`src/rtl/irq_ctrl_pkg.sv`:
```
package irq_ctrl_pkg;

    typedef enum logic [2:0] {
        ST_IDLE,
        ST_GRANT,
        ST_FETCH_OP,
        ST_FETCH_LO,
        ST_FETCH_HI
    } seq_state_e;

    localparam logic [7:0] OPC_CALL = 8'hCD;

    // restart opcode pattern: two ones, three code bits, three ones
    function automatic logic is_restart(input logic [7:0] opc);
        return (opc[7:6] == 2'b11) && (opc[2:0] == 3'b111);
    endfunction

endpackage

```
`src/rtl/irq_gate_regs.sv`:
```
module irq_gate_regs #(
    parameter int NUM_FIXED = 3,
    localparam int NUM_SRC  = NUM_FIXED + 2,
    localparam int NMI_IDX  = NUM_SRC - 1
) (
    input  logic                 clk,
    input  logic                 rst_n,
    input  logic [NUM_SRC-1:0]   req,
    input  logic                 cmd_en,
    input  logic                 cmd_dis,
    input  logic                 mask_we,
    input  logic [NUM_FIXED-1:0] mask_bits,
    input  logic                 accept_mask,
    input  logic                 accept_nmi,
    output logic [NUM_SRC-1:0]   elig,
    output logic                 glob_en,
    output logic [NUM_FIXED-1:0] mask_q
);

    logic nmi_armed;

    always_ff @(posedge clk) begin
        if (!rst_n) begin
            glob_en <= 1'b0;
        end else if (accept_mask || cmd_dis) begin
            glob_en <= 1'b0;
        end else if (cmd_en) begin
            glob_en <= 1'b1;
        end
    end

    always_ff @(posedge clk) begin
        if (!rst_n) begin
            mask_q <= '1;
        end else if (mask_we) begin
            mask_q <= mask_bits;
        end
    end

    // trap re-arms only once its line has been seen low
    always_ff @(posedge clk) begin
        if (!rst_n) begin
            nmi_armed <= 1'b1;
        end else if (accept_nmi) begin
            nmi_armed <= 1'b0;
        end else if (!req[NMI_IDX]) begin
            nmi_armed <= 1'b1;
        end
    end

    assign elig[0]       = req[0] & glob_en;
    assign elig[NMI_IDX] = req[NMI_IDX] & nmi_armed;

    for (genvar g = 1; g <= NUM_FIXED; g++) begin : g_fixed_gate
        assign elig[g] = req[g] & glob_en & ~mask_q[g-1];
    end

    assert_en_clear_R10: assert property (@(posedge clk) disable iff (!rst_n)
        accept_mask |=> !glob_en);

    assert_nmi_once_R12: assert property (@(posedge clk) disable iff (!rst_n)
        accept_nmi |=> !nmi_armed);

endmodule

```
`src/rtl/irq_prio_pick.sv`:
```
module irq_prio_pick #(
    parameter int NUM_SRC = 5
) (
    input  logic [NUM_SRC-1:0] elig,
    output logic [NUM_SRC-1:0] grant,
    output logic               any
);

    for (genvar i = 0; i < NUM_SRC; i++) begin : g_pick
        if (i == NUM_SRC - 1) begin : g_top
            assign grant[i] = elig[i];
        end else begin : g_lower
            assign grant[i] = elig[i] & ~(|elig[NUM_SRC-1:i+1]);
        end
    end

    assign any = |elig;

endmodule

```
`src/rtl/irq_seq_fsm.sv`:
```
module irq_seq_fsm
    import irq_ctrl_pkg::*;
#(
    parameter int              ADDR_W    = 16,
    parameter int              NUM_FIXED = 3,
    parameter logic [15:0]     TRAP_BASE = 16'h0024,
    parameter int              VEC_STEP  = 8,
    localparam int             NUM_SRC   = NUM_FIXED + 2,
    localparam int             NMI_IDX   = NUM_SRC - 1
) (
    input  logic               clk,
    input  logic               rst_n,
    input  logic [NUM_SRC-1:0] grant,
    input  logic               any,
    input  logic               ext_byte_vld,
    input  logic [7:0]         ext_byte,
    output logic               accept_mask,
    output logic               accept_nmi,
    output logic               ext_fetch,
    output logic               irq_ack,
    output logic               push_pc,
    output logic [ADDR_W-1:0]  irq_vector
);

    seq_state_e        state_q, state_d;
    logic [ADDR_W-1:0] vec_q, vec_d;
    logic [7:0]        lo_q, lo_d;
    logic [ADDR_W-1:0] fix_vec;

    always_comb begin
        fix_vec = '0;
        for (int j = 1; j <= NUM_FIXED; j++) begin
            if (grant[j]) begin
                fix_vec = ADDR_W'(TRAP_BASE) + ADDR_W'(VEC_STEP * j);
            end
        end
        if (grant[NMI_IDX]) begin
            fix_vec = ADDR_W'(TRAP_BASE);
        end
    end

    always_comb begin
        state_d     = state_q;
        vec_d       = vec_q;
        lo_d        = lo_q;
        accept_mask = 1'b0;
        accept_nmi  = 1'b0;
        unique case (state_q)
            ST_IDLE: begin
                if (any) begin
                    accept_nmi  = grant[NMI_IDX];
                    accept_mask = ~grant[NMI_IDX];
                    if (grant[0]) begin
                        state_d = ST_FETCH_OP;
                    end else begin
                        state_d = ST_GRANT;
                        vec_d   = fix_vec;
                    end
                end
            end
            ST_FETCH_OP: begin
                if (ext_byte_vld) begin
                    if (is_restart(ext_byte)) begin
                        state_d = ST_GRANT;
                        vec_d   = ADDR_W'({ext_byte[5:3], 3'b000});
                    end else if (ext_byte == OPC_CALL) begin
                        state_d = ST_FETCH_LO;
                    end else begin
                        state_d = ST_IDLE;
                    end
                end
            end
            ST_FETCH_LO: begin
                if (ext_byte_vld) begin
                    lo_d    = ext_byte;
                    state_d = ST_FETCH_HI;
                end
            end
            ST_FETCH_HI: begin
                if (ext_byte_vld) begin
                    vec_d   = ADDR_W'({ext_byte, lo_q});
                    state_d = ST_GRANT;
                end
            end
            ST_GRANT: begin
                state_d = ST_IDLE;
            end
            default: begin
                state_d = ST_IDLE;
            end
        endcase
    end

    always_ff @(posedge clk) begin
        if (!rst_n) begin
            state_q <= ST_IDLE;
            vec_q   <= '0;
            lo_q    <= '0;
        end else begin
            state_q <= state_d;
            vec_q   <= vec_d;
            lo_q    <= lo_d;
        end
    end

    always_comb begin
        irq_ack    = 1'b0;
        push_pc    = 1'b0;
        ext_fetch  = 1'b0;
        irq_vector = '0;
        unique case (state_q)
            ST_GRANT: begin
                irq_ack    = 1'b1;
                push_pc    = 1'b1;
                irq_vector = vec_q;
            end
            ST_FETCH_OP, ST_FETCH_LO, ST_FETCH_HI: begin
                ext_fetch = 1'b1;
            end
            default: begin
                irq_ack = 1'b0;
            end
        endcase
    end

    assert_ack_pulse_R9: assert property (@(posedge clk) disable iff (!rst_n)
        irq_ack |=> !irq_ack);

    assert_no_fetch_ack_R6: assert property (@(posedge clk) disable iff (!rst_n)
        ext_fetch |-> !irq_ack);

    assert_trap_vec_R2: assert property (@(posedge clk) disable iff (!rst_n)
        (state_q == ST_IDLE && grant[NMI_IDX]) |=> (irq_vector == ADDR_W'(TRAP_BASE)));

endmodule

```
`src/rtl/irq_vector_ctrl.sv`:
```
module irq_vector_ctrl #(
    parameter int          ADDR_W    = 16,
    parameter int          NUM_FIXED = 3,
    parameter logic [15:0] TRAP_BASE = 16'h0024,
    parameter int          VEC_STEP  = 8,
    localparam int         NUM_SRC   = NUM_FIXED + 2
) (
    input  logic                 clk,
    input  logic                 rst_n,
    input  logic [NUM_SRC-1:0]   irq_req,
    input  logic                 cmd_en,
    input  logic                 cmd_dis,
    input  logic                 cmd_mask_we,
    input  logic [NUM_FIXED-1:0] cmd_mask_bits,
    input  logic                 ext_byte_vld,
    input  logic [7:0]           ext_byte,
    output logic                 ext_fetch,
    output logic                 irq_ack,
    output logic                 push_pc,
    output logic [ADDR_W-1:0]    irq_vector
);

    logic [NUM_SRC-1:0]   elig;
    logic [NUM_SRC-1:0]   grant;
    logic                 any;
    logic                 glob_en;
    logic [NUM_FIXED-1:0] mask_q;
    logic                 accept_mask;
    logic                 accept_nmi;

    irq_gate_regs #(.NUM_FIXED(NUM_FIXED)) u_gate (
        .clk         (clk),
        .rst_n       (rst_n),
        .req         (irq_req),
        .cmd_en      (cmd_en),
        .cmd_dis     (cmd_dis),
        .mask_we     (cmd_mask_we),
        .mask_bits   (cmd_mask_bits),
        .accept_mask (accept_mask),
        .accept_nmi  (accept_nmi),
        .elig        (elig),
        .glob_en     (glob_en),
        .mask_q      (mask_q)
    );

    irq_prio_pick #(.NUM_SRC(NUM_SRC)) u_pick (
        .elig  (elig),
        .grant (grant),
        .any   (any)
    );

    irq_seq_fsm #(
        .ADDR_W    (ADDR_W),
        .NUM_FIXED (NUM_FIXED),
        .TRAP_BASE (TRAP_BASE),
        .VEC_STEP  (VEC_STEP)
    ) u_seq (
        .clk          (clk),
        .rst_n        (rst_n),
        .grant        (grant),
        .any          (any),
        .ext_byte_vld (ext_byte_vld),
        .ext_byte     (ext_byte),
        .accept_mask  (accept_mask),
        .accept_nmi   (accept_nmi),
        .ext_fetch    (ext_fetch),
        .irq_ack      (irq_ack),
        .push_pc      (push_pc),
        .irq_vector   (irq_vector)
    );

    assert_disabled_R4: assert property (@(posedge clk) disable iff (!rst_n)
        !glob_en |-> !(|grant[NUM_SRC-2:0]));

    assert_mask_respected_R5: assert property (@(posedge clk) disable iff (!rst_n)
        (|(grant[NUM_FIXED:1] & mask_q)) == 1'b0);

    assert_single_winner_R1: assert property (@(posedge clk) disable iff (!rst_n)
        $onehot0(grant) && (any == (|grant)));

endmodule

```
`config.mk`:
```
export PLATFORM = sky130hd
export DESIGN_NAME = irq_vector_ctrl
export DESIGN_NICKNAME = d
export VERILOG_FILES = /design/src/rtl/irq_ctrl_pkg.sv /design/src/rtl/irq_gate_regs.sv /design/src/rtl/irq_prio_pick.sv /design/src/rtl/irq_seq_fsm.sv /design/src/rtl/irq_vector_ctrl.sv
export SDC_FILE = /design/constraint.sdc
export NUM_CORES = 1
export LEC_CHECK = 0
export BUFFER_PORTS_ARGS = -buffer_cell sky130_fd_sc_hd__buf_2
export CAP_MARGIN = 20
export CORE_UTILIZATION = 57
export DETAILED_ROUTE_END_ITERATION = 16
export GPL_TIMING_DRIVEN = 0
export PLACE_DENSITY = 0.84
export SYNTH_ARGS = -nofsm -noshare
export SYNTH_HDL_FRONTEND = slang
export SYNTH_SLANG_ARGS = --single-unit
```
`constraint.sdc`:
```
create_clock -name clk -period 2.99 [get_ports clk]
set_input_delay 0.299 -clock clk [delete_from_list [all_inputs] [get_ports clk]]
set_output_delay 0.299 -clock clk [all_outputs]
set_load 0.02 [all_outputs]
```
==> impl_metrics.py, run 1 <==
metrics = {
    "power": {
        "powerDensity_mw_per_mm2": 419,
        "p_leak_uw": 0.000842,
        "p_total_uw": 847,
        "ir_drop_mv": 0.274,
    },
    "clocking": {
        "ctsResizeCount": 0,
        "cts_buffers": 5,
        "post_cts_buffers": 0,
        "clk_pin_slew_worst_paths_ns": 0.10,
        "clock_latency_ns": 0.33,
        "clockBufferDepth": 2,
        "clock_sinks": 32,
        "htree_levels": 2,
        "root_buffer": "clkbuf_4",
        "hold_buffers": 0,
        "cts_tree": "built",
    },
    "hold_path": {
        "min_from": "cmd_mask_bits[1]",
        "hold_path.class": "input pin to flop",
        "worstHoldPathCells": 3,
        "min_to": "u_gate.mask_q[1]",
    },
    "synthesis": {
        "syn_inst": 197,
        "ys_seq_area_share_pct": 36.9,
        "synth_edf_count": 0,
        "synth_ff_type": "dfxtp_1",
        "synth.ff_latch_count": 32,
        "synth_area_mm2": 0.00174,
        "syn_area_per_cell_um2": 8.82,
        "async_flop_share_pct": 0,
        "syn-num-nets": 219,
        "ys_types": 38,
        "synth_warnings": 0,
    },
    "route": {
        "route.detailed.drc": 3,
        "antenna_left": 0,
        "wire_per_inst_um": 13.3,
        "routed_wl_um": 3670,
        "drt-initial-drc-count": 51,
        "via_per_inst": 5.61,
        "num_vias": 1544,
        "drt-pass1-iter-count": 12,
    },
    "final_layout": {
        "areaGrowthSynthToFinish_pct": 16.4,
        "layout_common_cells": "41 x nand2_1, 41 x buf_2, 32 x dfxtp_1",
        "n_antenna_cell": 0,
        "stdcell_count": 275,
        "drive_gt1_share_pct": 38.1,
        "fillers": 243,
        "finalNetCount": 266,
    },
    "global_route": {
        "grtUsageTotal_pct": 24.5,
        "grt_pass1_wl_um": 6090,
        "grt_pass1_vias": 1365,
        "grt_start_max_net_pins": 12,
        "antenna_found_initial": 0,
        "overflow": 0,
    },
    "sta": {
        "setup_slack_ns": 0.705,
        "maxSlewHeadroom_pct": 70.9,
        "max_freq_ghz": 0.438,
        "min_period_over_period_pct": 76.4,
        "worstMarginPinSlew_ns": 0.435,
        "setup_viol": 0,
        "fin_hold_ws_ns": 0.177,
        "clock_skew_ns": 0.00311,
        "rsz0062_at_grt": "false",
        "post-route-min-period_ns": 2.28,
        "slew_viol_final": 0,
        "hold_viol_final": 0,
        "setup_tns_ns": 0,
    },
    "place": {
        "place_congestion": 0.808,
        "dpl.cell_count": 268,
        "place_ws_ns": 1.08,
        "hpwl_um": 2760,
        "io_buffers": 40,
    },
    "worst_setup_path": {
        "crit_fanout": 11,
        "rr_startpoint": "u_seq.state_q[2]",
        "end_kind": "output pin",
        "r2r_setup_slack_ns": 1.46,
        "arrival_ns": 1.99,
        "worst_ep_required_time_ns": 2.69,
        "path_class": "flop to output pin",
        "rr_endpoint": "u_seq.vec_q[4]",
        "start_kind": "flop",
        "worstRegToRegCells": 6,
    },
    "floorplan": {
        "rows": 19,
        "fp.dieH_um": 57.2,
        "die_area_mm2": 0.00327,
        "start_util_pct": 61.4,
        "num_io_pins": 41,
        "core-area_mm2": 0.00283,
        "die_x_um": 57.2,
    },
    "outcome": {
        "violations": "DRC",
        "outcome": "finished, violations left",
    },
    "flow_run": {
        "cap_violations": 0,
    },
}
-- layer usage --
metal	share of wire (%)	vias up	track usage, %
met5	0	-	0
met4	1.4	0	8.71
met3	6.1	7	5.22
met2	45	55	39.2
met1	48	706	32.8
li1	-	776	-
-- registers in the layout, summed over array words and instances (netlist names) --
| register | flops |
|---|---|
| u_gate.mask_q | 3 |
| u_gate.nmi_armed | 1 |
| u_seq.vec_q | 16 |
| u_seq.lo_q | 8 |
| u_seq.state_q | 3 |
| u_gate.glob_en | 1 |
-- cell type report --
| type | count | area [um^2] | area share [%] |
|---|---|---|---|
| Clock buffer | 6 | 41.3 | 2.04 |
| Inverter | 2 | 7.51 | 0.371 |
| Tap cell | 31 | 38.8 | 1.92 |
| Clock inverter | 1 | 5.00 | 0.248 |
| Sequential cell | 32 | 641 | 31.7 |
| Multi-Input combinational cell | 150 | 990 | 48.9 |
| Buffer | 13 | 98.8 | 4.89 |
| Timing Repair Buffer | 40 | 200 | 9.90 |
-- cell usage after synthesis, types with 2 or more instances --
master	instances	area share, %
nand4_1	2	0.72
nand3_1	4	1.2
buf_4	3	1.3
a21oi_1	2	0.58
o21ai_0	5	1.4
buf_6	5	3.2
inv_1	2	0.43
o21ai_2	14	7.1
nand3_2	12	6.9
a22oi_1	3	1.3
o21a_1	2	0.86
a31oi_1	2	0.72
dfxtp_1	32	37
o31ai_1	3	1.3
mux2i_1	3	1.7
a21oi_2	2	1.0
and2b_2	3	1.5
nand2_1	41	8.9
and3_2	2	0.86
o211ai_1	2	0.86
and2_1	18	6.5
and3_1	3	1.1
a21boi_0	9	3.9
clkbuf_1	4	0.86
nor2b_1	3	1.1
nor2_1	4	0.86
-- power breakdown --
part	switching, uW	internal, uW
combinational	99.6	67.5
sequential	10.3	440
clock	144	86.5
-- critical path, cell delays in order (launching register included) --
cell      delay [ns]
dfxtp_1         0.44
buf_6           0.17
nor3b_2         0.40
clkbuf_1        0.31
and2_1          0.18
buf_2           0.16
-- worst max-delay path by stage --
stage,cells after the start,to,startpoint
6_report,5,irq_vector[11],u_seq.state_q[0]
2_1_floorplan,4,irq_vector[10],u_seq.state_q[0]
3_3_place_gp,5,irq_vector[10],u_seq.state_q[0]
3_5_place_dp,5,irq_vector[11],u_seq.state_q[0]
4_1_cts,5,irq_vector[11],u_seq.state_q[0]
5_1_grt,5,irq_vector[8],u_seq.state_q[0]
-- stage by stage --
stage / utilization (%) / instance area (um^2)
5_1_grt: 71.5 / 2020
2_1_floorplan: - / 1740
3_3_place_gp: 69.8 / 1980
4_1_cts: 71.5 / 2020
6_report: 71.5 / 2020
3_5_place_dp: 69.8 / 1980
-- logic make-up after synthesis --
family | share of synthesized area, %
and+or+nand+nor | 32.6
AOI/OAI and AO/OA | 22.6
DFF | 36.9
buffers and inverters | 6.12
muxes | 1.73
No activity file was read; power rests on OpenSTA's default activity.
==> inputs of run 2 (changes only) <==
Settings changed: ABC_AREA set to 1, CORE_UTILIZATION 57 to 49, PLACE_DENSITY 0.84 to 0.76.
Clock period 2.99 ns to 1.9 ns, I/O delays scaled along.
==> impl_metrics.py, run 2 <==
metrics = {
    "clocking": {
        "post_cts_buffers": 0,
        "clockBufferDepth": 2,
        "root_buffer": "clkbuf_8",
        "cts_tree": "built",
        "clock_latency_ns": 0.28,
        "cts_buffers": 5,
        "htree_levels": 2,
        "clk_pin_slew_worst_paths_ns": 0.06,
        "clock_sinks": 32,
    },
    "synthesis": {
        "synth.top_cells.by_area": "dfxtp_1 34%, nand2_1 15%, nor2_1 14%",
        "synth_ff_type": "dfxtp_1",
        "syn_inst": 304,
        "synth_common_cells": "74 x nand2_1, 72 x nor2_1, 38 x inv_1",
        "async_flop_share_pct": 0,
        "synth_area_mm2": 0.00188,
        "synth_warnings": 0,
        "syn-num-nets": 326,
        "ys_types": 21,
        "synth.ff_latch_count": 32,
        "synth_edf_count": 0,
        "ys_seq_area_share_pct": 34.1,
        "synth_most_common_cell": "nand2_1",
        "syn_area_per_cell_um2": 6.18,
        "synth_top_cell_by_area": "dfxtp_1",
        "yosysTopAreaCellShare_pct": 34.1,
    },
    "sta": {
        "max_freq_ghz": 0.561,
        "post-route-min-period_ns": 1.78,
        "worstMarginPinSlew_ns": 0.488,
        "min_period_over_period_pct": 93.8,
        "setup_viol": 0,
        "clock_skew_ns": 0.00692,
        "slew_viol_final": 0,
        "rsz0062_at_grt": "false",
        "maxSlewHeadroom_pct": 67.5,
        "setup_tns_ns": 0,
        "hold_viol_final": 0,
    },
    "place": {
        "placed_cell_area_mm2": 0.00214,
        "hpwl_um": 3250,
        "place_congestion": 0.884,
        "io_buffers": 39,
    },
    "worst_setup_path": {
        "end_kind": "output pin",
        "worstRegToRegCells": 10,
        "arrival_ns": 1.59,
        "worst_ep_required_time_ns": 1.71,
        "path_class": "flop to output pin",
        "start_kind": "flop",
        "crit_fanout": 10,
    },
    "route": {
        "route.detailed.drc": 0,
        "drt-initial-drc-count": 94,
        "num_vias": 1883,
        "routed_wl_um": 4190,
        "wire_per_inst_um": 10.5,
        "drt-pass1-iter-count": 4,
        "via_per_inst": 4.73,
        "antenna_left": 0,
    },
    "floorplan": {
        "die_area_mm2": 0.00409,
        "fp.dieH_um": 63.9,
        "die_x_um": 63.9,
        "rows": 22,
        "start_util_pct": 51.3,
        "num_io_pins": 41,
        "core-area_mm2": 0.00366,
    },
    "global_route": {
        "grt_pass1_vias": 1705,
        "antenna_found_initial": 0,
        "grtUsageTotal_pct": 22.8,
        "grt_pass1_wl_um": 7300,
        "grt_start_max_net_pins": 11,
        "overflow": 0,
    },
    "power": {
        "swShare_pct": 32.1,
        "power_frac_seq_pct": 45.1,
        "powerDensity_mw_per_mm2": 760,
        "pwr-share-clk_pct": 28.3,
        "ir_drop_mv": 0.344,
        "p_sw_uw": 542,
        "p_leak_uw": 0.00116,
        "p_int_uw": 1150,
        "p_comb_share_pct": 26.7,
    },
    "final_layout": {
        "biggestRegsByFlops": "u_seq.vec_q (16), u_seq.lo_q (8)",
        "drive_gt1_share_pct": 23.7,
        "largest_register": "u_seq.vec_q",
        "final_cell_area_mm2": 0.00222,
        "finalNetCount": 372,
        "mostFrequentLayoutCell": "nand2_1",
        "fillers": 379,
        "layout_common_cells": "74 x nand2_1, 72 x nor2_1, 45 x buf_2",
        "largest_reg_flops": 16,
        "n_antenna_cell": 0,
        "areaGrowthSynthToFinish_pct": 18.4,
    },
    "hold_path": {
        "hold_path.class": "input pin to flop",
        "worstHoldPathCells": 2,
    },
    "flow_run": {
        "cap_violations": 0,
    },
    "outcome": {
        "outcome": "complete, no violations",
    },
}
-- run 2: worst max-delay path: stages, from the launching register on --
cell	delay (ns)
dfxtp_2	0.38
inv_2	0.09
nor3_4	0.24
inv_2	0.12
buf_2	0.20
nor2_1	0.11
buf_2	0.17
-- run 2: through the flow --
stage               instances  hold WS (ns)  utilization (%)  total power [uW]  worst slack [ns]
floorplan                 304         0.268                -              1110             0.168
global placement          391         0.358             58.4              1210             0.228
detailed placement        391         0.366             58.4              1220             0.204
CTS                       398        0.0653             60.7              1710            0.0108
global route              398        0.0663             60.8              1810            0.0134
finish                    398        0.0741             60.8              1690             0.118
-- run 2: power by group through the flow --
stage               logic [uW]  clock network, uW  registers, uW
floorplan                  337                  0            769
global placement           436                  0            774
detailed placement         444                  0            776
CTS                        450                498            761
global route               512                532            768
finish                     451                478            762
-- run 2: area by class of cell --
class                   count  area, um^2  area share, %
clock buffers               6        72.6           3.26
repair buffers             39         195           8.77
inverters                  43         161           7.26
flip-flops and latches     32         642           28.9
plain buffers              12        86.3           3.88
multi-input cells         217        1000           45.1
clock inverters             1        5.00          0.225
well taps                  48        60.1           2.70
-- run 2: logic make-up (layout without fill, tap and decap cells) --
group | count (synthesis) | in the layout | share of synthesized area (%)
and+or+nand+nor | 189 | 189 | 45.1
buffers and inverters | 55 | 101 | 13.2
DFF | 32 | 32 | 34.1
AOI/OAI and AO/OA | 28 | 28 | 7.59
-- run 2: final timing paths --
kind	startpoint	to	slack, ns
min	cmd_dis	u_gate.glob_en	0.07
min reg2reg	u_seq.lo_q[6]	u_seq.lo_q[6]	0.45
max	u_seq.state_q[0]	irq_vector[12]	0.12
max reg2reg	u_seq.state_q[2]	u_seq.vec_q[4]	0.28
-- run 2: per-layer routing --
| layer | wire [um] | part of all wire (%) | GRT usage, % |
|---|---|---|---|
| met1 | 2090 | 50 | 29.2 |
| met2 | 1880 | 45 | 37.5 |
| met3 | 169 | 4.0 | 5.36 |
| met4 | 50 | 1.2 | 6.82 |
| met5 | 0 | 0 | 0 |
-- run 2: what timing repair did --
action	in CTS	in global routing
hold buffers	0	0
resized for setup	2	2
pin swaps	0	1
endpoints found under the setup margin	10	10
